[src/rtl/bandcal_pkg.sv]
package bandcal_pkg;

  parameter int BAND_W = 5;

  typedef enum logic [1:0] {
    PH_IDLE    = 2'd0,
    PH_SETTLE  = 2'd1,
    PH_MEASURE = 2'd2,
    PH_FINISH  = 2'd3
  } phase_t;

  // Oscillator is slow when it produced fewer feedback ticks than the window length
  function automatic logic osc_is_slow(input int fb_seen, input int win_len);
    return fb_seen < win_len;
  endfunction

endpackage

[src/rtl/bc_edge_detect.sv]
module bc_edge_detect (
  input  logic clk,
  input  logic rst_n,
  input  logic clr,
  input  logic din,
  output logic rise
);
  logic din_q;

  always_ff @(posedge clk or negedge rst_n) begin
    if (!rst_n) din_q <= 1'b0;
    else        din_q <= din;
  end

  // clr masks the edge so a level present during init is absorbed
  assign rise = din & ~din_q & ~clr;
endmodule

[src/rtl/bc_window_meter.sv]
module bc_window_meter #(
  parameter int WIN_LEN = 1
) (
  input  logic clk,
  input  logic rst_n,
  input  logic enable,
  input  logic ref_tick,
  input  logic fb_tick,
  output logic window_done,
  output logic osc_slow
);
  import bandcal_pkg::*;

  localparam int CW = (WIN_LEN < 1) ? 1 : $clog2(WIN_LEN + 1);

  logic [CW-1:0] ref_cnt;
  logic [CW-1:0] fb_cnt;
  int            fb_seen;

  assign window_done = enable & ref_tick & (ref_cnt == CW'(WIN_LEN - 1));
  assign fb_seen     = int'(fb_cnt) + int'(fb_tick);
  assign osc_slow    = osc_is_slow(fb_seen, WIN_LEN);

  always_ff @(posedge clk or negedge rst_n) begin
    if (!rst_n) begin
      ref_cnt <= '0;
      fb_cnt  <= '0;
    end else if (!enable || window_done) begin
      ref_cnt <= '0;
      fb_cnt  <= '0;
    end else begin
      if (ref_tick) ref_cnt <= ref_cnt + CW'(1);
      if (fb_tick && (fb_cnt != CW'(WIN_LEN))) fb_cnt <= fb_cnt + CW'(1);
    end
  end
endmodule

[src/rtl/bc_sequencer.sv]
module bc_sequencer #(
  parameter int CODE_W = 5
) (
  input  logic              clk,
  input  logic              rst_n,
  input  logic              init,
  input  logic              start_rise,
  input  logic              ref_tick,
  input  logic              window_done,
  input  logic              osc_slow,
  output logic [CODE_W-1:0] code,
  output logic              hold,
  output logic              done_n,
  output logic              meter_en,
  output logic              finish_evt
);
  import bandcal_pkg::*;

  localparam int IW = (CODE_W < 2) ? 1 : $clog2(CODE_W);
  localparam logic [CODE_W-1:0] SEED = {1'b1, {(CODE_W-1){1'b0}}};
  localparam logic [IW-1:0]     TOP_IDX = IW'(CODE_W - 1);

  phase_t         phase;
  logic [IW-1:0]  bit_idx;

  // Settle the tested bit, then arm the next lower bit as the new trial
  function automatic logic [CODE_W-1:0] resolve_bit(
    input logic [CODE_W-1:0] cur,
    input logic [IW-1:0]     idx,
    input logic              keep
  );
    logic [CODE_W-1:0] nxt;
    nxt      = cur;
    nxt[idx] = keep;
    if (idx != '0) nxt[idx - IW'(1)] = 1'b1;
    return nxt;
  endfunction

  assign meter_en   = (phase == PH_MEASURE);
  assign finish_evt = (phase == PH_FINISH) & ref_tick;

  always_ff @(posedge clk or negedge rst_n) begin
    if (!rst_n) begin
      phase   <= PH_IDLE;
      bit_idx <= TOP_IDX;
      code    <= SEED;
      hold    <= 1'b0;
      done_n  <= 1'b1;
    end else if (init) begin
      phase   <= PH_IDLE;
      bit_idx <= TOP_IDX;
      code    <= SEED;
      hold    <= 1'b0;
      done_n  <= 1'b1;
    end else begin
      unique case (phase)
        PH_IDLE: begin
          if (start_rise) begin
            phase   <= PH_SETTLE;
            bit_idx <= TOP_IDX;
            code    <= SEED;
            hold    <= 1'b1;
            done_n  <= 1'b1;
          end
        end
        PH_SETTLE: begin
          if (ref_tick) phase <= PH_MEASURE;
        end
        PH_MEASURE: begin
          if (window_done) begin
            code <= resolve_bit(code, bit_idx, osc_slow);
            if (bit_idx == '0) phase <= PH_FINISH;
            else               bit_idx <= bit_idx - IW'(1);
          end
        end
        PH_FINISH: begin
          if (ref_tick) begin
            phase  <= PH_IDLE;
            hold   <= 1'b0;
            done_n <= 1'b0;
          end
        end
        default: phase <= PH_IDLE;
      endcase
    end
  end
endmodule

[src/rtl/vco_band_calibrator.sv]
module vco_band_calibrator #(
  parameter int CODE_W  = bandcal_pkg::BAND_W,
  parameter int WIN_LEN = 1
) (
  input  logic              clk,
  input  logic              rst_n,
  input  logic              ref_tick,
  input  logic              fb_tick,
  input  logic              cal_start,
  input  logic              cal_init,
  input  logic              ext_sel,
  input  logic [CODE_W-1:0] ext_code,
  output logic [CODE_W-1:0] band_code,
  output logic [CODE_W-1:0] int_code,
  output logic              hold_cp,
  output logic              endcal_n
);
  logic start_rise;
  logic window_done;
  logic osc_slow;
  logic meter_en;
  logic finish_evt;

  bc_edge_detect u_edge (
    .clk   (clk),
    .rst_n (rst_n),
    .clr   (cal_init),
    .din   (cal_start),
    .rise  (start_rise)
  );

  bc_window_meter #(.WIN_LEN(WIN_LEN)) u_meter (
    .clk         (clk),
    .rst_n       (rst_n),
    .enable      (meter_en),
    .ref_tick    (ref_tick),
    .fb_tick     (fb_tick),
    .window_done (window_done),
    .osc_slow    (osc_slow)
  );

  bc_sequencer #(.CODE_W(CODE_W)) u_seq (
    .clk         (clk),
    .rst_n       (rst_n),
    .init        (cal_init),
    .start_rise  (start_rise),
    .ref_tick    (ref_tick),
    .window_done (window_done),
    .osc_slow    (osc_slow),
    .code        (int_code),
    .hold        (hold_cp),
    .done_n      (endcal_n),
    .meter_en    (meter_en),
    .finish_evt  (finish_evt)
  );

  assign band_code = ext_sel ? ext_code : int_code;
endmodule

[config.mk]
export PLATFORM = sky130hd
export DESIGN_NAME = vco_band_calibrator
export DESIGN_NICKNAME = d
export VERILOG_FILES = /design/src/rtl/bandcal_pkg.sv /design/src/rtl/bc_edge_detect.sv /design/src/rtl/bc_window_meter.sv /design/src/rtl/bc_sequencer.sv /design/src/rtl/vco_band_calibrator.sv
export SDC_FILE = /design/constraint.sdc
export NUM_CORES = 1
export LEC_CHECK = 0
export BUFFER_PORTS_ARGS = -buffer_cell sky130_fd_sc_hd__clkbuf_2
export CORE_AREA = 2 2 55 57
export CTS_CLUSTER_SIZE = 8
export DETAILED_ROUTE_END_ITERATION = 8
export DIE_AREA = 0 0 57 59
export PLACE_DENSITY_LB_ADDON = 0.05
export SLEW_MARGIN = 20
export SYNTH_ARGS = -nofsm -noshare
export SYNTH_HDL_FRONTEND = slang
export SYNTH_HIERARCHICAL = 1
export SYNTH_SLANG_ARGS = --single-unit
[constraint.sdc]
create_clock -name clk -period 2.49 [get_ports clk]
set_input_delay 0.1245 -clock clk [delete_from_list [all_inputs] [get_ports clk]]
set_output_delay 0.1245 -clock clk [all_outputs]
set_load 0.01 [all_outputs]
==> results.toml, run 1 <==
[floorplan]
floorplan.die_area_um2 = 3360
initial_core_util_pct = 38.4
pin_count = 24
die_w_um = 57
dieHeight_um = 59
placementRows = 19
core_area_um2 = 2710

[timing]
fin_tns_setup_ns = 0
relSlewSlack_pct = 73.9
finalCritPeriodShare_pct = 80.4
timing_hold_violations_final = 0
setup_viol = 0
worst_slew_pin_slew_ns = 0.391
fin_skew_ns = 0.00276
worst_slack_ns = 0.489
fin_crit_ns = 2.00
slew_viol_final = 0
rsz0062_at_grt = "no"
max_freq_mhz = 500

[logic_synthesis]
syn_avg_cell_area_um2 = 9.73
syn_inst = 107
yosys_warnings = 6
syn_nets = 126
netlist_area_um2 = 1040

[route]
wl_per_cell_um = 13.4
drtAntennaViolNets = 0
drt_iter0_drc = 47
drt_wl_total_mm = 2.21
route.detailed.drc = 0
vias = 860
via_per_inst = 5.21
firstDrtPassIters = 4

[layout]
nNetsFinal = 154
layout-drive-gt1-share_pct = 34.3
nFillCells = 264
multi_input_area_um2 = 611
num_antenna_cells = 0
final-seq-area_um2 = 379
area_delta_synth_final_pct = 18.4

[critical_path]
critPathCaptureType = "flip-flop"
r2r_slack_ns = 0.49
reg2reg_from = "u_seq/bit_idx[0]$_DFFE_PN0P_"
critical_path_arrival_ns = 2.18
cp_max_fo = 13
worst-r2r-cell-count = 7
cp.required_ns = 2.67
critPathLaunchType = "flip-flop"
critPathKind = "flip-flop to flip-flop"
r2r-end = "u_seq/phase[1]$_DFFE_PN0P_"

[global_route]
grt_use_met1_pct = 19.5
grt_pass1_wl_mm = 3.73
use_met2_pct = 23.2
first_global_vias = 788
use_met3_pct = 3.93
busiest_layer = "met2"
grt-ovfl-total = 0
antenna_found_initial = 0
grt_max_degree = 16
grtUsageTotal_pct = 14.2

[clock_tree]
postCtsSetupBuffers = 0
cts_sinks = 15
clockBufferDepth = 2
cts_root_buffer = "clkbuf_4"
cts_resized = 0
tritoncts = "built"
cts_made_buffers = 3
cts-hold-fix-buffers = 2
path_clk_slew_ns = 0.09
h-tree-depth = 1
clock_latency_ns = 0.28

[worst_hold_path]
hold_depth = 2
whs_endpoint = "u_meter/ref_cnt$_DFFE_PN0P_"
min_path_type = "input pin to flip-flop"
hold_start = "ref_tick"

[power]
p_seq_share_pct = 36.2
clockPowerShare_pct = 17.6
switchingPower_uw = 302
power.total_uw = 795
power.leakage_nw = 0.578
power_density_nw_per_um2 = 645
swShare_pct = 38.0
intPower_uw = 493
share_comb_of_total_power_pct = 46.2
ir_drop_uv = 431

[placed_design]
port_buffers = 23
gp_congestion = 0.793
hpwlAfterDp_mm = 1.68
dpl_worst_slack_ns = 0.530

[flow_run]
drv_cap = 0

[outcome]
status = "completed"
cells in the final DEF, fill, tap and decap left out, drive strengths merged:
master and count:
clkbuf 26, dfrtp 12, inv 11, nor2 8
ha 7, nand2 6, a21oi 6, mux2 5
nand2b 5, nor2b 5, a32oi 4, o31ai 3
o21ai 3, dfstp 3, and2 3, dlygate4sd3 2
nor3b 2, nor3 2, o21bai 2, a22o 2
a22oi 2, a21o 2, o22ai 2, a31oi 2
clkinv 1, or2 1, nor4b 1, a221o 1
and3 1, nor4bb 1, a211o 1, nand3 1
a211oi 1
power by group through the flow:
stage / clock [mW] / sequential, mW / combinational (mW)
detailed placement: 0 / 0.293 / 0.365
global route: 0.160 / 0.292 / 0.406
global placement: 0 / 0.291 / 0.360
CTS: 0.150 / 0.288 / 0.368
finish: 0.140 / 0.287 / 0.367
floorplan: 0 / 0.293 / 0.282
area by class of cell:
cell class,count,share of cell area (%)
Clock inverter,1,0.406
Timing Repair Buffer,25,11.0
Inverter,11,3.35
Clock buffer,3,1.83
Multi-Input combinational cell,79,49.5
Tap cell,31,3.15
Sequential cell,15,30.8
state kept, by name, summed over array words and instances (netlist names):
register         count
u_seq/phase          2
u_seq/done_n         1
u_meter/ref_cnt      1
u_edge/din_q         1
u_seq/bit_idx        3
u_meter/fb_cnt       1
u_seq/hold           1
u_seq/code           5
critical path, cell delays in order, from the launching register on:
cell and delay, ns:
dfrtp_1 0.55, inv_1 0.13, ha_1 0.23, ha_1 0.24, nand2b_1 0.17, a21oi_2 0.21, nor4bb_1 0.08, a211o_1 0.27
stage by stage:
step	cell area, µm²	util, %	instances	hold slack, ns
final	1230	45.5	165	0.0276
after global routing	1230	45.5	165	0.0150
after CTS	1230	45.5	165	0.0182
after detailed placement	1180	43.7	159	0.0601
after global placement	1180	43.7	159	0.0658
after floorplan	1040	-	107	-0.171
routing by layer:
metal | share of wire, % | wire length [µm]
met4 | 0.59 | 13
met1 | 49 | 1080
met5 | 0 | 0
met2 | 43 | 951
met3 | 7.3 | 161
how the worst max path moves through the flow:
stage | start | to
floorplan | u_seq/bit_idx[0]$_DFFE_PN0P_ | u_seq/phase[1]$_DFFE_PN0P_
global placement | u_seq/bit_idx[0]$_DFFE_PN0P_ | u_seq/code[0]$_DFFE_PN0P_
detailed placement | u_seq/bit_idx[0]$_DFFE_PN0P_ | u_seq/phase[1]$_DFFE_PN0P_
CTS | u_seq/bit_idx[0]$_DFFE_PN0P_ | u_seq/phase[1]$_DFFE_PN0P_
global route | u_seq/bit_idx[0]$_DFFE_PN0P_ | u_seq/code[0]$_DFFE_PN0P_
finish | u_seq/bit_idx[0]$_DFFE_PN0P_ | u_seq/phase[1]$_DFFE_PN0P_
(Power assumes the default switching activity.)
==> run 2: changes to the inputs <==
--- a/config.mk
+++ b/config.mk
@@ -5,11 +5,12 @@
 export SDC_FILE = /design/constraint.sdc
 export NUM_CORES = 1
 export LEC_CHECK = 0
+export ABC_AREA = 1
 export BUFFER_PORTS_ARGS = -buffer_cell sky130_fd_sc_hd__clkbuf_2
-export CORE_AREA = 2 2 55 57
+export CORE_AREA = 2 2 56 58
 export CTS_CLUSTER_SIZE = 8
 export DETAILED_ROUTE_END_ITERATION = 8
-export DIE_AREA = 0 0 57 59
+export DIE_AREA = 0 0 58 60
 export PLACE_DENSITY_LB_ADDON = 0.05
 export SLEW_MARGIN = 20
 export SYNTH_ARGS = -nofsm -noshare
==> constraint.sdc (replaced) <==
create_clock -name clk -period 1.7 [get_ports clk]
set_input_delay 0.085 -clock clk [delete_from_list [all_inputs] [get_ports clk]]
set_output_delay 0.085 -clock clk [all_outputs]
set_load 0.01 [all_outputs]
==> results.toml, run 2 <==
[route]
firstDrtPassIters = 4
drt_wl_total_mm = 2.47
route.detailed.drc = 0
vias = 1066
wl_met3_um = 90
met2WireLength_mm = 1.31
drtAntennaViolNets = 0
via_per_inst = 4.80
drt_iter0_drc = 35
wl_per_cell_um = 11.1
m1WireLength_mm = 1.05
routed.top_layer = "met4"

[clock_tree]
cts_made_buffers = 3
path_clk_slew_ns = 0.10
clockBufferDepth = 2
cts_root_buffer = "clkbuf_4"
h-tree-depth = 1
tritoncts = "built"
clock_latency_ns = 0.28
cts_sinks = 15

[timing]
fin_tns_setup_ns = 0
setup_viol = 0
worst_slack_ns = 0.119
rsz0062_at_grt = "no"
timing_hold_violations_final = 0
whs_ns = 0.0987
worst_slew_pin_slew_ns = 0.381
fin_skew_ns = 0.000796
fin_crit_ns = 1.58
finalCritPeriodShare_pct = 93.0
slew_viol_final = 0
relSlewSlack_pct = 74.6
max_freq_mhz = 632

[placed_design]
port_buffers = 23
dpl_worst_slack_ns = 0.0749
postPlaceCellArea_um2 = 1260
hpwlAfterDp_mm = 2.00
dp_cells = 215
gp_congestion = 0.770

[power]
ir_drop_uv = 589
power_density_nw_per_um2 = 1130
power.total_mw = 1.50
power.leakage_nw = 0.738

[flow_run]
drv_cap = 0

[floorplan]
floorplan.die_area_um2 = 3480
placementRows = 20
die_w_um = 58
core_area_um2 = 2900
pin_count = 24
initial_core_util_pct = 37.7
dieHeight_um = 60

[logic_synthesis]
syn_nets = 176
syn_avg_cell_area_um2 = 6.97
syn_inst = 157
netlist_area_um2 = 1090
yosys_warnings = 6

[layout]
layout-drive-gt1-share_pct = 28.6
layout_common_cells = "nand2_1 (62), clkbuf_2 (23), inv_1 (12), nor2_1 (12), nand3_1 (12)"
area_delta_synth_final_pct = 20.7
largestRegisters = "u_seq/code: 5 flops, u_seq/bit_idx: 3 flops, u_seq/phase: 2 flops"
largest_register_ffs = 5
final_cell_count_no_fill = 222
mostFrequentLayoutCell = "nand2_1"
nNetsFinal = 209
num_antenna_cells = 0
final_cell_area_um2 = 1320
nFillCells = 311
regMostFlops = "u_seq/code"
final_util_pct = 45.5

[global_route]
grt_max_degree = 16
antenna_found_initial = 0
grt_pass1_wl_mm = 4.06
first_global_vias = 960
grt-ovfl-total = 0
grtUsageTotal_pct = 15.5

[worst_hold_path]
min_path_type = "input pin to flip-flop"

[critical_path]
cp_max_fo = 7
critPathLaunchType = "flip-flop"
critPathCaptureType = "flip-flop"
crit_chain = "inv_1, ha_1, ha_1, nand3_1, nand2_1, o21ai_0, nand2_1"
cp.required_ns = 1.88
critPathKind = "flip-flop to flip-flop"
critical_path.max_stage_delay_ns = 0.44
critical_path_arrival_ns = 1.76
cpMaxStageDelayCell = "dfrtp_2"

[outcome]
status = "completed"
[run 2: timing repair]
item | 4_1_cts | 5_1_grt
resized for setup | 0 | 1
hold buffers | 3 | 0
endpoints found under the setup margin | 0 | 6
buffers inserted | 0 | 0
endpoints found under the hold margin | 14 | 0
[run 2: worst paths after layout]
path / startpoint / endpoint / slack [ns] / cells after the start
worst max-delay path: u_seq/bit_idx[1]$_DFFE_PN0P_ / u_seq/bit_idx[1]$_DFFE_PN0P_ / 0.12 / 7
worst min-delay path: fb_tick / u_meter/fb_cnt$_DFFE_PN0P_ / 0.1 / 3
worst max register to register: u_seq/bit_idx[1]$_DFFE_PN0P_ / u_seq/bit_idx[1]$_DFFE_PN0P_ / 0.12 / 7
worst min register to register: u_seq/code[4]$_DFFE_PN1P_ / u_seq/code[4]$_DFFE_PN1P_ / 0.49 / 2
max in group asynchronous: rst_n / u_seq/done_n$_DFFE_PN1P_ / 1.15 / 2
min in group asynchronous: rst_n / u_seq/bit_idx[0]$_DFFE_PN0P_ / 0.24 / 2
[run 2: layout make-up]
| type | count | area, µm² | share of cell area, % |
|---|---|---|---|
| clock buffer | 3 | 22.5 | 1.71 |
| clock inverter | 1 | 5.00 | 0.379 |
| inverter | 18 | 67.6 | 5.12 |
| multi-input combinational | 123 | 636 | 48.2 |
| sequential | 15 | 380 | 28.8 |
| tap | 33 | 41.3 | 3.13 |
| timing repair buffer | 29 | 168 | 12.7 |
[run 2: where the power goes]
group | internal (mW) | switching (mW)
combinational | 0.279 | 0.500
sequential | 0.442 | 0.0635
clock | 0.0874 | 0.125
[run 2: metal layers]
| layer | vias to the layer above | track usage (%) |
|---|---|---|
| li1 | 566 | - |
| met1 | 479 | 17.2 |
| met2 | 19 | 29.2 |
| met3 | 2 | 1.95 |
| met4 | 0 | 6.98 |
| met5 | - | 0 |
[run 2: worst max-delay path: cells and delay by family (launching register included)]
family	cells	cell delay, ns
simple gates	3	0.30
fa+ha+maj	2	0.45
buf+inv	1	0.09
compound gates	1	0.20
flops	1	0.44
==> run 3: changes to the inputs <==
--- a/config.mk
+++ b/config.mk
@@ -7,10 +7,12 @@
 export LEC_CHECK = 0
 export ABC_AREA = 1
 export BUFFER_PORTS_ARGS = -buffer_cell sky130_fd_sc_hd__clkbuf_2
-export CORE_AREA = 2 2 56 58
+export CELL_PAD_IN_SITES_DETAIL_PLACEMENT = 0
+export CELL_PAD_IN_SITES_GLOBAL_PLACEMENT = 1
+export CORE_AREA = 2 2 60 62
 export CTS_CLUSTER_SIZE = 8
 export DETAILED_ROUTE_END_ITERATION = 8
-export DIE_AREA = 0 0 58 60
+export DIE_AREA = 0 0 62 64
 export PLACE_DENSITY_LB_ADDON = 0.05
 export SLEW_MARGIN = 20
 export SYNTH_ARGS = -nofsm -noshare
==> results.toml, run 3 (same netlist as run 2, synthesis figures left out) <==
[outcome]
status = "completed"

[critical_path]
critical-path-top-delay-family = "flip-flops"
critical_path_arrival_ns = 1.78
startpoint = "u_seq/bit_idx[2]$_DFFE_PN1P_"
cp.buffers_inverters = 2
cp.required_ns = 1.94
path_common_cell = "nand2_1"
crit_chain = "inv_1, ha_2, inv_1, nor2_1, nand2_1, nand3_1, nand2_1, nand2_1"
cp_max_fo = 5
crit_cells = 8
critPathKind = "flip-flop to flip-flop"
critPathCaptureType = "flip-flop"
cpMaxStageDelayCell = "dfstp_2"
endpoint = "u_seq/code[3]$_DFFE_PN0P_"
reg2reg_from = "u_seq/bit_idx[2]$_DFFE_PN1P_"
r2r-end = "u_seq/code[3]$_DFFE_PN0P_"
critPathLaunchType = "flip-flop"
r2r_slack_ns = 0.16
worst-r2r-cell-count = 8
critical_path.max_stage_delay_ns = 0.58

[timing]
setup_viol = 0
fin_crit_ns = 1.54
timing_hold_violations_final = 0
max_freq_mhz = 649
worst_slack_ns = 0.158
finalCritPeriodShare_pct = 90.7
whs_ns = 0.0892
worst_slew_pin_slew_ns = 0.388
fin_tns_setup_ns = 0
rsz0062_at_grt = "no"
relSlewSlack_pct = 74.1
slew_viol_final = 0
fin_skew_ns = 0.00511

[placed_design]
dp_cells = 228
gp_congestion = 0.709
hpwlAfterDp_mm = 2.11
dpl_worst_slack_ns = 0.101
port_buffers = 23

[power]
power.leakage_nw = 0.737
ir_drop_uv = 593
power_density_nw_per_um2 = 1130

[clock_tree]
cts_root_buffer = "clkbuf_4"
tritoncts = "built"
cts_sinks = 15
h-tree-depth = 1
clock_latency_ns = 0.29
cts_made_buffers = 3
clockBufferDepth = 2
path_clk_slew_ns = 0.10
postCtsSetupBuffers = 0

[floorplan]
pin_count = 24
placementRows = 21
dieHeight_um = 64
core_area_um2 = 3280
die_w_um = 62
initial_core_util_pct = 33.3
floorplan.die_area_um2 = 3970

[worst_hold_path]
min_path_type = "input pin to flip-flop"
hold_depth = 3

[route]
vias = 1060
wl_per_cell_um = 10.9
drt_wl_total_mm = 2.56
drtAntennaViolNets = 0
drt_iter0_drc = 17
firstDrtPassIters = 4
via_per_inst = 4.51
route.detailed.drc = 0

[layout]
largestRegisters = "u_seq/code: 5 flops, u_seq/bit_idx: 3 flops, u_seq/phase: 2 flops"
area_delta_synth_final_pct = 22.4
mostFrequentLayoutCell = "nand2_1"
largest_register_ffs = 5
layout_common_cells = "nand2_1 (62), clkbuf_2 (23), inv_1 (12), nor2_1 (12), nand3_1 (12)"
layout-drive-gt1-share_pct = 29.1
nNetsFinal = 209
regMostFlops = "u_seq/code"
final_cell_count_no_fill = 235
num_antenna_cells = 0
final_util_pct = 40.8

[global_route]
grt_max_degree = 16
grtUsageTotal_pct = 14.6
grt_pass1_wl_mm = 4.35
first_global_vias = 1024
grt-ovfl-total = 0
antenna_found_initial = 0

[flow_run]
drv_cap = 0
-- run 3: changes by cell type in the layout (fill, tap and decap cells not counted) --
cell,change
ha_1,-1
ha_2,+1
-- run 3: through the flow --
step / cell area (µm²) / power [mW]
detailed placement: 1280 / 1.29
floorplan: 1090 / 1.09
finish: 1340 / 1.51
global placement: 1280 / 1.29
CTS: 1340 / 1.53
global route: 1340 / 1.67
-- run 3: tightest hold or removal path, stage by stage --
cell and delay [ns]:
clkbuf_2 0.10, o21ai_0 0.07, nor2_1 0.08
-- run 3: what timing repair did --
action	in CTS	in global routing
endpoints found under the setup margin	0	6
hold buffers	3	0
endpoints found under the hold margin	14	0
gates resized for setup	0	2
-- run 3: worst min-delay path by stage --
| stage | from | endpoint | slack (ns) |
|---|---|---|---|
| 5_1_grt | fb_tick | u_meter/fb_cnt$_DFFE_PN0P_ | 0.09 |
| 4_1_cts | fb_tick | u_meter/fb_cnt$_DFFE_PN0P_ | 0.08 |
| 3_5_place_dp | rst_n | u_seq/phase[1]$_DFFE_PN0P_ | 0.03 |
| 3_3_place_gp | rst_n | u_seq/phase[1]$_DFFE_PN0P_ | 0.03 |
| 6_report | fb_tick | u_meter/fb_cnt$_DFFE_PN0P_ | 0.09 |
| 2_1_floorplan | rst_n | u_edge/din_q$_DFF_PN0_ | -0.21 |
-- run 3: final cells by class --
class | instances | area [µm²]
clock buffer | 3 | 22.5
sequential | 15 | 380
inverter | 18 | 67.6
timing repair buffer | 29 | 168
multi-input combinational | 123 | 638
fill | 373 | 1950
tap | 46 | 57.6
clock inverter | 1 | 5.00
-- run 3: power by group --
group          internal, mW  leakage (nW)  switching [mW]
clock network        0.0875        0.0177           0.127
registers             0.443         0.193          0.0636
logic                 0.284         0.527           0.503
-- run 3: routing by layer --
layer  vias to the layer above  track usage [%]  share of wire, %
met4                         0             6.38              0.59
met3                         2             1.82               2.1
met1                       484             17.0                45
met5                         -                0                 0
met2                        11             25.5                52
li1                        563                -                 -
